===== src/rtl/scb_pkg.sv =====
package scb_pkg;
    localparam int WORD_W = 24;
    localparam int LANE_W = 8;
    localparam int LANES  = WORD_W / LANE_W;
    localparam int IDX_W  = $clog2(LANES);

    typedef enum logic [2:0] {
        ST_INIT   = 3'd0,
        ST_IDLE   = 3'd1,
        ST_CAPT   = 3'd2,
        ST_RADDR  = 3'd3,
        ST_RLATCH = 3'd4,
        ST_SEND   = 3'd5,
        ST_DONE   = 3'd6
    } scb_state_e;
endpackage


===== src/rtl/scb_packer.sv =====
module scb_packer
    import scb_pkg::*;
#(
    parameter int SAMPLE_W = 16
) (
    input  logic [SAMPLE_W-1:0] sample_i,
    input  logic                lsb_i,
    output logic [WORD_W-1:0]   word_o
);
    localparam int PAD_W = WORD_W - SAMPLE_W;

    logic [WORD_W-1:0] top_word;
    logic [WORD_W-1:0] bot_word;

    generate
        if (PAD_W > 0) begin : g_pad
            assign top_word = {sample_i, {PAD_W{1'b0}}};
            assign bot_word = {{PAD_W{1'b0}}, sample_i};
        end else begin : g_full
            assign top_word = sample_i;
            assign bot_word = sample_i;
        end
    endgenerate

    assign word_o = lsb_i ? bot_word : top_word;
endmodule


===== src/rtl/scb_serializer.sv =====
module scb_serializer
    import scb_pkg::*;
(
    input  logic [WORD_W-1:0] word_i,
    input  logic [IDX_W-1:0]  sel_i,
    output logic [LANE_W-1:0] byte_o
);
    logic [LANE_W-1:0] lanes [LANES];

    generate
        for (genvar g = 0; g < LANES; g++) begin : g_lane
            assign lanes[g] = word_i[(LANES-1-g)*LANE_W +: LANE_W];
        end
    endgenerate

    always_comb begin
        byte_o = '0;
        for (int k = 0; k < LANES; k++) begin
            if (sel_i == IDX_W'(k)) byte_o = lanes[k];
        end
    end
endmodule


===== src/rtl/scb_capture_buf.sv =====
module scb_capture_buf
    import scb_pkg::*;
#(
    parameter int ADDR_W      = 15,
    parameter int SAMPLE_W    = 16,
    parameter int INIT_CYCLES = 4
) (
    input  logic                clk,
    input  logic                rst_n,
    input  logic [SAMPLE_W-1:0] smp_i,
    input  logic                lsb_just_i,
    input  logic                start_i,
    input  logic                tx_ready_i,
    output logic                mem_we_o,
    output logic [ADDR_W-1:0]   mem_addr_o,
    output logic [WORD_W-1:0]   mem_wdata_o,
    output logic                mem_re_o,
    output logic [ADDR_W-1:0]   mem_raddr_o,
    input  logic [WORD_W-1:0]   mem_rdata_i,
    output logic [LANE_W-1:0]   tx_byte_o,
    output logic                tx_valid_o,
    output logic                ready_o,
    output logic                avail_o
);
    localparam int INIT_W = (INIT_CYCLES > 1) ? $clog2(INIT_CYCLES) : 1;
    localparam logic [INIT_W-1:0] INIT_LAST = INIT_W'(INIT_CYCLES - 1);
    localparam logic [IDX_W-1:0]  LANE_LAST = IDX_W'(LANES - 1);

    typedef struct packed {
        scb_state_e        state;
        logic [INIT_W-1:0] init_cnt;
        logic [ADDR_W-1:0] wr_cnt;
        logic [ADDR_W-1:0] rd_cnt;
        logic [IDX_W-1:0]  lane;
        logic [WORD_W-1:0] word;
    } scb_regs_t;

    scb_regs_t r_q, r_d;
    logic      capt_end;
    logic      rec_end;
    logic      lane_end;

    assign capt_end = &r_q.wr_cnt;
    assign rec_end  = &r_q.rd_cnt;
    assign lane_end = (r_q.lane == LANE_LAST);

    always_comb begin
        r_d        = r_q;
        mem_we_o   = 1'b0;
        mem_re_o   = 1'b0;
        tx_valid_o = 1'b0;
        case (r_q.state)
            ST_INIT: begin
                if (r_q.init_cnt == INIT_LAST) r_d.state = ST_IDLE;
                else r_d.init_cnt = r_q.init_cnt + 1'b1;
            end
            ST_IDLE, ST_DONE: begin
                if (start_i) begin
                    r_d.state  = ST_CAPT;
                    r_d.wr_cnt = '0;
                end
            end
            ST_CAPT: begin
                mem_we_o = 1'b1;
                if (capt_end) begin
                    r_d.state  = ST_RADDR;
                    r_d.rd_cnt = '0;
                end else begin
                    r_d.wr_cnt = r_q.wr_cnt + 1'b1;
                end
            end
            ST_RADDR: begin
                mem_re_o  = 1'b1;
                r_d.state = ST_RLATCH;
            end
            ST_RLATCH: begin
                r_d.word  = mem_rdata_i;
                r_d.lane  = '0;
                r_d.state = ST_SEND;
            end
            ST_SEND: begin
                tx_valid_o = 1'b1;
                if (tx_ready_i) begin
                    if (!lane_end) begin
                        r_d.lane = r_q.lane + 1'b1;
                    end else if (rec_end) begin
                        r_d.state = ST_DONE;
                    end else begin
                        r_d.rd_cnt = r_q.rd_cnt + 1'b1;
                        r_d.state  = ST_RADDR;
                    end
                end
            end
            default: r_d.state = ST_INIT;
        endcase
    end

    always_ff @(posedge clk) begin
        if (!rst_n) begin
            r_q          <= '0;
            r_q.state    <= ST_INIT;
        end else begin
            r_q <= r_d;
        end
    end

    assign mem_addr_o  = r_q.wr_cnt;
    assign mem_raddr_o = r_q.rd_cnt;
    assign ready_o     = (r_q.state != ST_INIT) && (r_q.state != ST_DONE);
    assign avail_o     = (r_q.state == ST_RADDR) || (r_q.state == ST_RLATCH)
                      || (r_q.state == ST_SEND);

    scb_packer #(.SAMPLE_W(SAMPLE_W)) u_pack (
        .sample_i (smp_i),
        .lsb_i    (lsb_just_i),
        .word_o   (mem_wdata_o)
    );

    scb_serializer u_ser (
        .word_i (r_q.word),
        .sel_i  (r_q.lane),
        .byte_o (tx_byte_o)
    );
endmodule


===== config.mk =====
export PLATFORM = sky130hd
export DESIGN_NAME = scb_capture_buf
export DESIGN_NICKNAME = d
export VERILOG_FILES = /design/src/rtl/scb_pkg.sv /design/src/rtl/scb_packer.sv /design/src/rtl/scb_serializer.sv /design/src/rtl/scb_capture_buf.sv
export SDC_FILE = /design/constraint.sdc
export NUM_CORES = 1
export LEC_CHECK = 0
export BUFFER_PORTS_ARGS = -buffer_cell sky130_fd_sc_hd__buf_2
export CELL_PAD_IN_SITES_DETAIL_PLACEMENT = 1
export CELL_PAD_IN_SITES_GLOBAL_PLACEMENT = 1
export CORE_ASPECT_RATIO = 2
export CORE_MARGIN = 2
export CORE_UTILIZATION = 40
export DETAILED_ROUTE_END_ITERATION = 8
export PLACE_DENSITY = 0.83
export RECOVER_POWER = 50
export SLEW_MARGIN = 10
export SYNTH_ARGS = -nofsm -noshare
export SYNTH_HDL_FRONTEND = slang
export SYNTH_HIERARCHICAL = 1
export SYNTH_SLANG_ARGS = --single-unit

===== constraint.sdc =====
create_clock -name clk -period 3.95 [get_ports clk]
set_input_delay 0.395 -clock clk [delete_from_list [all_inputs] [get_ports clk]]
set_output_delay 0.395 -clock clk [all_outputs]
set_load 0.005 [all_outputs]

======== Word-level counts from Yosys, hierarchy flattened ========
Cells that the tools add are included.
storage, ports and cells
  bits in registers ....................... 61
  output and inout port bits .............. 67
operators by class
  add/sub/neg operators ................... 4
  equality and inequality tests ........... 18
  muxes and demuxes ....................... 24
  bitwise logic cells ..................... 1
  reduce and logical (&&, ||, !) cells .... 17
operators with widths
  kind                                                 count
  2-to-1 mux 15 bit                                    5
  case mux 15 bit (2 select lines)                     2
  adder 15 x 1 -> 15 bit, second input constant        2
  AND reduction 15 bit                                 2
  2-to-1 mux 24 bit                                    1
  2-to-1 mux 8 bit                                     3
  2-to-1 mux 3 bit                                     6
  case mux 3 bit (6 select lines)                      1
  2-to-1 mux 17 bit                                    1
  inequality test 2 bit, second input constant         8
  AND reduction 5 bit                                  2
  equality test 3 bit, second input constant           3
  equality test 3 x 2 -> 1 bit, second input constant  2
  AND reduction 3 bit                                  2
  nonzero test 2 bit                                   3
  adder 2 x 1 -> 2 bit, second input constant          2
  equality test 2 bit, second input constant           2
  case mux 2 bit (2 select lines)                      1
  equality test 3 x 1 -> 1 bit, second input constant  1
  zero test 3 bit                                      1
  2-to-1 mux 1 bit                                     3
  inequality test 3 bit, second input constant         1
  nonzero test 3 bit                                   1
  equality test 2 x 1 -> 1 bit, second input constant  1
  other kinds (7)                                      8

======== Logic depth before layout (Yosys ltp) ========
Gate-level depths: netlist of run 1.
  word-level depth ........................ 5
  depth in mapped cells ................... 7
  gate-level depth less buffers ........... 7

======== Hierarchy ========
The synthesis of run 1 kept the hierarchy.
modules (own cells, without submodules)
  module           times used  cells an instance  area each (um^2)  sequential area each (um^2)
  scb_capture_buf  1           400                3140.5            1221.2
  scb_packer       1           27                 244.0             0.0
  scb_serializer   1           20                 197.7             0.0

======== Worst setup path before layout of run 1 ========
Ideal clock, no wire load.
  kind .................................... flip-flop to flip-flop
  from .................................... register r_q (netlist bit mem_addr_o[0])
  to ...................................... register r_q (netlist bit mem_addr_o[9])
  library setup time ...................... 59 ps
  arrival time ............................ 1700 ps
  data required time ...................... 3891 ps
  setup slack ............................. 2192 ps
  cell stages (with the launch flop) ...... 8
  clock period less this slack ............ 1758 ps
  path through ............................ dfxtp_1 > ha_1 > nand3_1 > nor4_1 > o21a_1 > buf_4 > a211o_1 > o211a_1
on the way
  word-level cells in the longest chain between the ends .. 3
RTL lines
  item                                                                     line                                          source
  start: declaration                                                       scb_capture_buf.sv:38                         scb_regs_t r_q, r_d;
  start signal: assignment                                                 scb_capture_buf.sv:103                        r_q <= r_d;
  adder 15 x 1 -> 15 bit or AND reduction 15 bit (tied branches)           scb_capture_buf.sv:69, scb_capture_buf.sv:43
  2-to-1 mux 15 bit or inequality test 2 bit (tied branches)               --
  case mux 15 bit (2 select lines) or AND reduction 3 bit (tied branches)  --
Several ways; a longest one is shown, not always the timed one. The select of a mux whose other input is x is not followed.
A chain may end at the register's enable or synchronous reset.

======== Final worst setup path of run 1 ========
  from .................................... register r_q[58] (netlist bit)
  to ...................................... output mem_we_o
on the way
  word-level cells in the longest chain between the ends .. 2
RTL lines
  item                          line                   source
  equality test 3 x 2 -> 1 bit  scb_capture_buf.sv:52  case (r_q.state)
  2-to-1 mux 1 bit              scb_capture_buf.sv:52
  end: declaration              scb_capture_buf.sv:14  output logic mem_we_o,
No other way between the ends.

==> reports/metrics.csv, run 1 <==
metric;value;unit
final wirelength;10900;µm
Critical Path End Type;output pin;
Post-synth EDFFs;0;
Worst Tran Pin Value;923;ps
setup ws final;1250;ps
Clock Pin Slew Worst Setup and Hold Paths;50;ps
share of post-route cells with drive strength above 1;21.8;%
Rows;48;
GRT Residual Overflow;0;
synth-to-layout area growth;15.4;%
unrepaired setup endpoints after global routing;false;
root buffer cell;clkbuf_16;
Tcrit/Tclk final;68.3;%
Post-synth top cells;83 x nand2_1, 61 x dfxtp_1, 37 x a21oi_1;
Max Buffers Root-to-Sink;2;
synthesized area per cell;8.01;µm²
Final Core Density;47.8;%
CP max FO;23;
Critical Path Max Stage Delay;720;ps
Post-Syn Nets;496;
first-pass GRT wire length;17900;µm
total track usage;23.2;%
vias in the first global route;3801;
worst rel slew slack;38.5;%
CTS Buf Count;9;
I/O Pins;112;
die area;9770;µm²
cts hold-fix bufs;0;
largest net degree at the start of global routing;38;
R2R Path End;mem_raddr_o[1]$_SDFFE_PN0P_;
maximum clock frequency;0.371;GHz
Main synth FF type;dfxtp_1;
Place WS;1540;ps
Power Density;395;nW/µm²
Setup TNS;0;ps
Worst VDD drop;0.000239;V
WS Path Type;flip-flop to output pin;
initial antenna violation count;0;
biggest area consumer among synthesized cells;dfxtp_1;
Fillers;1105;
Hold Path Depth;3;
DR WL/cell;17.7;µm
worst skew pair latency;330;ps
share of the synthesized area in the top cell type;34.1;%
P_leak;1.65;nW
post-DP HPWL;8230;µm
top-count cell post-synth;nand2_1;
clk sinks;61;
Maximum Capacitance Violations;0;
chip width;70.9;µm
cells after synthesis;447;
Mapped Area;3580;µm²
Min-Delay Endpoint;r_q[17]$_SDFFE_PN0P_;
Chip Height;138;µm
CP max-delay cell;dfxtp_1;
port buffer count;111;
via count;3593;
cts repair resizes;0;
yosys warns;6;
final setup fails;0;
Critical Path Source Type;flip-flop;
hold crit path type;input port to flip-flop;
cell depth of the worst flop-to-flop path;6;
Crit path arrival time;2300;ps
core box area;8650;µm²
count of different cell masters after synthesis;66;
Hold Path Origin;mem_rdata_i[17];
Residual DRC;0;
RePlAce Congestion;0.855;
Hold Fails Final Rpt;0;
TritonCTS clock tree;built;
reg-to-reg startpoint;r_q[59]$_SDFFE_PN0P_;
First-pass DRT Iterations;4;
share of flip-flops with an asynchronous set or reset after synthesis;0;%
Pins Over Slew Limit;0;
crit-path cells;or3b_1, clkinv_1, buf_2;
Clock H-tree levels;3;
initial core utilization;41.4;%
initial drt markers;105;
drt via density;5.81;
diode count;0;
flops & latches, synth;61;
final worst clock skew;4.55;ps
ranking of synthesized cells by area;dfxtp_1 34%, nand2_1 8.7%, buf_4 6.5%;
setup slack, reg-to-reg;1530;ps
status;finished clean;
post-route minimum period;2700;ps
postcts setup bufs;0;
sequential share of the synthesized area;34.1;%
fin nets;563;
Req. time, crit path;3560;ps
Post-DRT Antenna Nets;0;
worst max path at each step:
stage	slack, ps	to	cells after the start	startpoint
after floorplan	2190	mem_addr_o[9]$_SDFFE_PN0P_	7	mem_addr_o[0]$_SDFFE_PN0P_
after global placement	1620	mem_raddr_o[1]$_SDFFE_PN0P_	6	r_q[59]$_SDFFE_PN0P_
after detailed placement	1540	mem_raddr_o[1]$_SDFFE_PN0P_	6	r_q[59]$_SDFFE_PN0P_
after CTS	1250	mem_we_o	3	r_q[58]$_SDFFE_PN0P_
after global routing	1090	mem_we_o	3	r_q[58]$_SDFFE_PN0P_
final	1250	mem_we_o	3	r_q[58]$_SDFFE_PN0P_
critical path, delay by kind of cell (launching register included):
family / cells / cell delay, ps
flip-flops: 1 / 720
AND/OR/NAND/NOR: 1 / 580
buffers and inverters: 2 / 670
flip-flops by register name (all words and copies together), names as in the netlist:
name / flops
mem_addr_o: 15
r_q: 31
mem_raddr_o: 15
area by class of cell:
| type | instances | area [µm²] | area share [%] |
|---|---|---|---|
| Sequential cell | 61 | 1220 | 29.5 |
| Clock buffer | 13 | 240 | 5.81 |
| Timing Repair Buffer | 114 | 548 | 13.3 |
| Inverter | 5 | 18.8 | 0.454 |
| Tap cell | 100 | 125 | 3.03 |
| Multi-Input combinational cell | 323 | 1950 | 47.1 |
| Clock inverter | 2 | 35.0 | 0.847 |
report_power, final:
group	total [mW]	switching (mW)	internal [mW]
clock	0.745	0.262	0.484
combinational	0.218	0.115	0.103
sequential	0.668	0.0355	0.633
total	1.63	0.412	1.22
kinds of logic after synthesis:
group / share of synthesized area [%]
compound gates: 19.7
xor+xnor: 0.245
buf+inv: 11.2
simple gates: 27.0
mux: 6.32
flops: 34.1
fa+ha+maj: 1.40
metal layers:
layer | vias up | wire (µm) | GRT usage, %
li1 | 1711 | - | -
met1 | 1717 | 3880 | 22.4
met2 | 133 | 6110 | 44.3
met3 | 32 | 507 | 4.39
met4 | 0 | 451 | 13.4
met5 | - | 0 | 0
cells in the final DEF (no fill, tap or decap), types with 5 or more instances in the layout:
master      n
clkbuf_16   9
and2_1      8
nand2b_1    5
and2b_1     6
mux2i_1    11
clkbuf_1   28
nand3_1    23
nand2_1    83
nor2_1     19
nand4_1     8
o211ai_1    7
o21ai_0     7
nor3_1      6
mux2_2      5
a21oi_1    37
or4_1       6
buf_2      87
o2bb2ai_1   8
dfxtp_1    61
a21o_1      5
a31oi_1     6
stage by stage:
step | power [mW] | instance area [µm²] | instances | hold WS, ps
CTS | 1.66 | 4180 | 618 | 292
detailed placement | 0.901 | 3900 | 603 | 448
global route | 1.69 | 4130 | 618 | 317
floorplan | 0.826 | 3580 | 447 | 436
global placement | 0.887 | 3900 | 603 | 443
finish | 1.63 | 4130 | 618 | 307
Note: power is estimated with default switching activity, not from simulation.
==> run 2, diff against run 1 <==
--- a/config.mk
+++ b/config.mk
@@ -10,9 +10,9 @@
 export CELL_PAD_IN_SITES_GLOBAL_PLACEMENT = 1
 export CORE_ASPECT_RATIO = 2
 export CORE_MARGIN = 2
-export CORE_UTILIZATION = 40
+export CORE_UTILIZATION = 37
 export DETAILED_ROUTE_END_ITERATION = 8
-export PLACE_DENSITY = 0.83
+export PLACE_DENSITY = 0.77
 export RECOVER_POWER = 50
 export SLEW_MARGIN = 10
 export SYNTH_ARGS = -nofsm -noshare
==> constraint.sdc (replaced) <==
create_clock -name clk -period 2.7 [get_ports clk]
set_input_delay 0.27 -clock clk [delete_from_list [all_inputs] [get_ports clk]]
set_output_delay 0.27 -clock clk [all_outputs]
set_load 0.005 [all_outputs]
==> run 2 against run 1 <==
Clock skew grew 2.0 ps. Highest routed layer unchanged. Clock power grew 52%. Critical endpoint is now r_q[12]$_SDFFE_PN0P_. First-iteration DRC count grew 17%.
==> reports/metrics.csv, run 2 (synthesis gave the netlist of run 1 again) <==
metric;value;unit;change
final wirelength;11100;µm;was 10,900 µm
Req. time, crit path;2960;ps;was 3560 ps
area occupied by multi-input gates;1940;µm²;was 1950 µm²
maximum clock frequency;0.438;GHz;
Setup TNS;0;ps;unchanged
Worst VDD drop;0.000359;V;was 0.000239 V
Power Density;578;nW/µm²;was 395 nW/µm²
status;finished clean;;unchanged
root buffer cell;clkbuf_16;;unchanged
DR WL/cell;17.7;µm;about the same
final worst clock skew;6.56;ps;was 4.55 ps
postcts setup bufs;0;;unchanged
Hold Fails Final Rpt;0;;unchanged
Largest Register;r_q;;unchanged
core box area;9380;µm²;was 8650 µm²
Residual DRC;0;;unchanged
P_leak;1.69;nW;was 1.65 nW
port buffer count;111;;unchanged
sequential fraction of design power;39.6;%;was 41.0%
Critical Path Source Type;flip-flop;;unchanged
setup slack, reg-to-reg;420;ps;was 1530 ps
synth-to-layout area growth;17.2;%;was 15.4%
Fillers;1207;;was 1,105
first-pass GRT wire length;17900;µm;about the same
First-pass DRT Iterations;4;;unchanged
Logic pwr share;14.0;%;was 13.3%
Tcrit/Tclk final;84.6;%;
Pins Over Slew Limit;0;;unchanged
CP startpoint;r_q[58]$_SDFFE_PN0P_;;unchanged
Place WS;553;ps;was 1540 ps
share of post-route cells with drive strength above 1;23.0;%;was 21.8%
max reg flops;31;;unchanged
hold_ws;172;ps;was 307 ps
register area;1220;µm²;unchanged
initial antenna violation count;0;;unchanged
Maximum Capacitance Violations;0;;unchanged
cell internal pwr;1.79;mW;was 1.22 mW
R2R Path End;r_q[12]$_SDFFE_PN0P_;;was mem_raddr_o[1]$_SDFFE_PN0P_
Psw;0.640;mW;was 0.412 mW
fin nets;571;;was 563
initial core utilization;38.2;%;was 41.4%
most common cell after layout, fill and taps aside;buf_2;;unchanged
chip width;73.6;µm;was 70.9 µm
cell depth of the worst flop-to-flop path;5;;was 6
initial drt markers;123;;was 105
Clock Pin Slew Worst Setup and Hold Paths;60;ps;was 50 ps
Critical path destination;r_q[12]$_SDFFE_PN0P_;;was mem_we_o
DP Cell Count;615;;was 603
Critical Path End Type;flip-flop;;was output pin
Rows;50;;was 48
final non-filler cell total;630;;was 618
Clk network pwr share;46.5;%;was 45.7%
vias in the first global route;3667;;was 3,801
clk sinks;61;;unchanged
Net Sw Frac;26.4;%;was 25.2%
Final Cell Area;4200;µm²;was 4130 µm²
Placed Area;3970;µm²;was 3900 µm²
setup ws final;416;ps;was 1250 ps
reg-to-reg startpoint;r_q[58]$_SDFFE_PN0P_;;was r_q[59]$_SDFFE_PN0P_
I/O Pins;112;;unchanged
hold crit path type;input port to flip-flop;;unchanged
worst rel slew slack;30.0;%;was 38.5%
die area;10500;µm²;was 9770 µm²
Crit path arrival time;2540;ps;was 2300 ps
Worst Tran Pin Value;1050;ps;was 923 ps
WS Path Type;flip-flop to flip-flop;;was flip-flop to output pin
cts hold-fix bufs;0;;unchanged
Max Buffers Root-to-Sink;2;;unchanged
CTS Buf Count;9;;unchanged
Final Core Density;44.7;%;was 47.8%
cts repair resizes;0;;unchanged
worst skew pair latency;330;ps;about the same
RePlAce Congestion;0.842;;was 0.855
most frequent cells in the layout;86 x buf_2, 83 x nand2_1, 61 x dfxtp_1;;was 87 x buf_2, 83 x nand2_1, 61 x dfxtp_1
diode count;0;;unchanged
unrepaired setup endpoints after global routing;false;;unchanged
Post-DRT Antenna Nets;0;;unchanged
TritonCTS clock tree;built;;unchanged
GRT Residual Overflow;0;;unchanged
post-route minimum period;2280;ps;
Power Total;2.43;mW;was 1.63 mW
total track usage;21.9;%;was 23.2%
Clock H-tree levels;3;;unchanged
via count;3532;;was 3,593
CP max FO;24;;was 23
final setup fails;0;;unchanged
post-DP HPWL;8480;µm;was 8230 µm
drt via density;5.61;;was 5.81
Chip Height;143;µm;was 138 µm
largest net degree at the start of global routing;38;;unchanged
-- run 2: cell types whose count changed in the layout (fill, tap and decap cells not counted), sizes merged --
cell,change
buf,+5
clkbuf,-1
clkinv,+3
clkinvlp,+1
-- run 2: power by group through the flow --
stage	logic, mW	clock network [mW]	registers, mW
after floorplan	0.250	0	0.958
after global placement	0.342	0	0.976
after detailed placement	0.351	0	0.980
after CTS	0.355	1.14	0.960
after global routing	0.381	1.19	0.964
final	0.339	1.13	0.961
-- run 2: how the worst min path moves through the flow --
stage	from	endpoint	cells after the start
floorplan	mem_rdata_i[0]	r_q[0]$_SDFFE_PN0P_	2
global placement	r_q[9]$_SDFFE_PN0P_	r_q[9]$_SDFFE_PN0P_	2
detailed placement	r_q[7]$_SDFFE_PN0P_	r_q[7]$_SDFFE_PN0P_	2
CTS	mem_rdata_i[10]	r_q[10]$_SDFFE_PN0P_	3
global route	mem_rdata_i[10]	r_q[10]$_SDFFE_PN0P_	3
finish	mem_rdata_i[3]	r_q[3]$_SDFFE_PN0P_	3
-- run 2: critical path: stages, from the launching register on --
cell and delay (ps):
dfxtp_1 540, clkbuf_1 390, nand2b_1 160, clkbuf_1 780
nand2_1 150, a21oi_1 190
-- run 2: metal layers --
layer | up-vias | track usage, % | part of all wire (%)
met5 | - | 0 | 0
met4 | 0 | 9.38 | 2.3
met3 | 17 | 3.88 | 4.0
met2 | 92 | 42.1 | 57
met1 | 1694 | 21.8 | 36
li1 | 1729 | - | -
-- run 2: area by class of cell --
cell class	instances	share of cell area, %
clock buffer	9	5.37
clock inverter	6	1.55
inverter	5	0.447
multi-input combinational	323	46.2
sequential	61	29.1
tap	104	3.10
timing repair buffer	122	14.3
==> run 3, diff against run 2 <==
--- a/config.mk
+++ b/config.mk
@@ -5,14 +5,15 @@
 export SDC_FILE = /design/constraint.sdc
 export NUM_CORES = 1
 export LEC_CHECK = 0
+export ABC_AREA = 1
 export BUFFER_PORTS_ARGS = -buffer_cell sky130_fd_sc_hd__buf_2
 export CELL_PAD_IN_SITES_DETAIL_PLACEMENT = 1
 export CELL_PAD_IN_SITES_GLOBAL_PLACEMENT = 1
 export CORE_ASPECT_RATIO = 2
 export CORE_MARGIN = 2
-export CORE_UTILIZATION = 37
+export CORE_UTILIZATION = 32
 export DETAILED_ROUTE_END_ITERATION = 8
-export PLACE_DENSITY = 0.77
+export PLACE_DENSITY = 0.74
 export RECOVER_POWER = 50
 export SLEW_MARGIN = 10
 export SYNTH_ARGS = -nofsm -noshare
==> constraint.sdc (replaced) <==
create_clock -name clk -period 1.91 [get_ports clk]
set_input_delay 0.191 -clock clk [delete_from_list [all_inputs] [get_ports clk]]
set_output_delay 0.191 -clock clk [all_outputs]
set_load 0.005 [all_outputs]
==> run 3 against run 2 <==
Via count increased by 20%. Sequential cell count unchanged. Setup slack worse by 310 ps. Count of clock-buffer cells in the layout is 1 higher. Fmax up 27%. Critical endpoint is now r_q[58]$_SDFFE_PN0P_.
==> reports/metrics.csv, run 3 <==
metric;value;unit;change
Clock Pin Slew Worst Setup and Hold Paths;50;ps;was 60 ps
First-pass DRT Iterations;4;;unchanged
share of the synthesized area in the top cell type;32.8;%;was 34.1%
fin nets;772;;was 571
setup slack, reg-to-reg;110;ps;was 420 ps
Placed Area;4450;µm²;was 3970 µm²
yosys warns;6;;unchanged
met3 Use GR;3.40;%;was 3.88%
P_leak;2.30;nW;was 1.69 nW
Post-synth EDFFs;0;;unchanged
root buffer cell;clkbuf_16;;unchanged
biggest area consumer among synthesized cells;dfxtp_1;;unchanged
max reg flops;31;;unchanged
Place WS;-128;ps;was 553 ps
hold_ws;83.3;ps;was 172 ps
met1 Usage GRT;19.2;%;was 21.8%
vias in the first global route;4374;;was 3,667
Tcrit/Tclk final;94.4;%;was 84.6%
chip width;80.3;µm;was 73.6 µm
Critical Path Source Type;flip-flop;;unchanged
TritonCTS clock tree;built;;unchanged
Clock H-tree levels;3;;unchanged
hold crit path type;input port to flip-flop;;unchanged
Hold Fails Final Rpt;0;;unchanged
RePlAce Congestion;0.812;;was 0.842
Post-DRT Antenna Nets;0;;unchanged
via count;4238;;was 3,532
Largest Register;r_q;;unchanged
worst skew pair latency;330;ps;about the same
die area;12600;µm²;was 10,500 µm²
CP max FO;4;;was 24
initial antenna violation count;0;;unchanged
cts hold-fix bufs;0;;unchanged
count of different cell masters after synthesis;31;;was 66
worst rel slew slack;34.8;%;was 30.0%
most common cell after layout, fill and taps aside;nand2_1;;was buf_2
final worst clock skew;3.77;ps;was 6.56 ps
sequential share of the synthesized area;32.8;%;was 34.1%
maximum clock frequency;0.555;GHz;was 0.438 GHz
final non-filler cell total;869;;was 630
most frequent cells in the layout;143 x nand2_1, 129 x nor2_1, 90 x buf_2;;was 86 x buf_2, 83 x nand2_1, 61 x dfxtp_1
Maximum Capacitance Violations;0;;unchanged
Post-Syn Nets;650;;was 496
drt via density;4.88;;was 5.61
met2 Resource Use GR;41.6;%;was 42.1%
ranking of synthesized cells by area;dfxtp_1 33%, nand2_1 15%, nor2_1 13%;;was dfxtp_1 34%, nand2_1 8.7%, buf_4 6.5%
setup ws final;107;ps;was 416 ps
final wirelength;12800;µm;was 11,100 µm
Final Core Density;40.9;%;was 44.7%
WS Path Type;flip-flop to flip-flop;;unchanged
Chip Height;157;µm;was 143 µm
Post-synth top cells;144 x nand2_1, 131 x nor2_1, 61 x dfxtp_1;;was 83 x nand2_1, 61 x dfxtp_1, 37 x a21oi_1
initial drt markers;124;;was 123
Hold Path Origin;mem_rdata_i[20];;was mem_rdata_i[3]
Req. time, crit path;2100;ps;was 2960 ps
core box area;11400;µm²;was 9380 µm²
status;finished clean;;unchanged
CP startpoint;mem_addr_o[0]$_SDFFE_PN0P_;;was r_q[58]$_SDFFE_PN0P_
Pins Over Slew Limit;0;;unchanged
Power Total;3.73;mW;was 2.43 mW
Residual DRC;0;;unchanged
synth-to-layout area growth;24.8;%;was 17.2%
synthesized area per cell;6.20;µm²;was 8.01 µm²
first-pass GRT wire length;20300;µm;was 17,900 µm
Worst Tran Pin Value;978;ps;was 1050 ps
area occupied by multi-input gates;1940;µm²;about the same
cells after synthesis;601;;was 447
Crit path arrival time;2000;ps;was 2540 ps
largest net degree at the start of global routing;47;;was 38
gr busiest metal;met2;;unchanged
Worst VDD drop;0.000531;V;was 0.000359 V
DR WL/cell;14.7;µm;was 17.7 µm
share of post-route cells with drive strength above 1;22.1;%;was 23.0%
Max Buffers Root-to-Sink;2;;unchanged
flops & latches, synth;61;;unchanged
DP Cell Count;851;;was 615
Power Density;803;nW/µm²;was 578 nW/µm²
register area;1220;µm²;about the same
I/O Pins;112;;unchanged
diode count;0;;unchanged
port buffer count;111;;unchanged
clk sinks;61;;unchanged
reg-to-reg startpoint;mem_addr_o[0]$_SDFFE_PN0P_;;was r_q[58]$_SDFFE_PN0P_
Main synth FF type;dfxtp_1;;unchanged
CTS Buf Count;9;;unchanged
top-count cell post-synth;nand2_1;;unchanged
total track usage;20.6;%;was 21.9%
Final Cell Area;4650;µm²;was 4200 µm²
Rows;55;;was 50
Critical Path End Type;flip-flop;;unchanged
GRT Residual Overflow;0;;unchanged
post-route minimum period;1800;ps;was 2280 ps
final setup fails;0;;unchanged
post-DP HPWL;9700;µm;was 8480 µm
Mapped Area;3720;µm²;was 3580 µm²
share of flip-flops with an asynchronous set or reset after synthesis;0;%;unchanged
Fillers;1604;;was 1,207
initial core utilization;32.8;%;was 38.2%
Setup TNS;0;ps;unchanged
==> run 3: logic make-up after synthesis <==
kind of cell / share of synthesized area, %
AO/OA/AOI/OAI: 10.4
XOR/XNOR: 0.941
adder cells (fa/ha/maj): 1.34
buffers and inverters: 15.7
flip-flops: 32.8
AND/OR/NAND/NOR: 38.8
==> run 3: area by class of cell <==
cell class | instances | share of cell area, %
Inverter | 57 | 4.61
Clock buffer | 10 | 5.14
Tap cell | 142 | 3.82
Timing Repair Buffer | 160 | 17.7
Sequential cell | 61 | 26.3
Clock inverter | 5 | 0.593
Multi-Input combinational cell | 434 | 41.8
==> run 3: worst paths after layout <==
| path | to | cells past startpoint |
|---|---|---|
| worst min-delay path | r_q[20]$_SDFFE_PN0P_ | 3 |
| worst max register to register | r_q[58]$_SDFFE_PN0P_ | 12 |
| worst min register to register | r_q[57]$_SDFFE_PN0N_ | 2 |
| worst max-delay path | r_q[58]$_SDFFE_PN0P_ | 12 |
==> run 3: report_power, final <==
part | switching (mW) | leakage, nW | internal, mW
registers | 0.0583 | 0.493 | 1.36
logic | 0.535 | 1.68 | 0.318
clock network | 0.568 | 0.134 | 0.894
==> run 3: timing repair <==
item,CTS,global route
endpoints found under the setup margin,15,25
setup buffers,0,1
pin swaps,0,2
resized for setup,2,5
gates cloned,0,2
==> run 3: worst max-delay path, cell delays in order (launching register included) <==
cell and delay, ps:
dfxtp_1 350, ha_1 180, nand3_1 100, buf_4 160
inv_2 60, nand2_1 50, nor2_1 90, nor2_1 70
nor2_2 210, buf_4 170, nand2_1 70, nand2_1 80
a21oi_1 70
==> run 3: metal layers <==
metal	up-vias	wire, µm
met1	1985	4510
li1	2106	-
met2	123	7250
met3	24	598
met4	0	434
met5	-	0
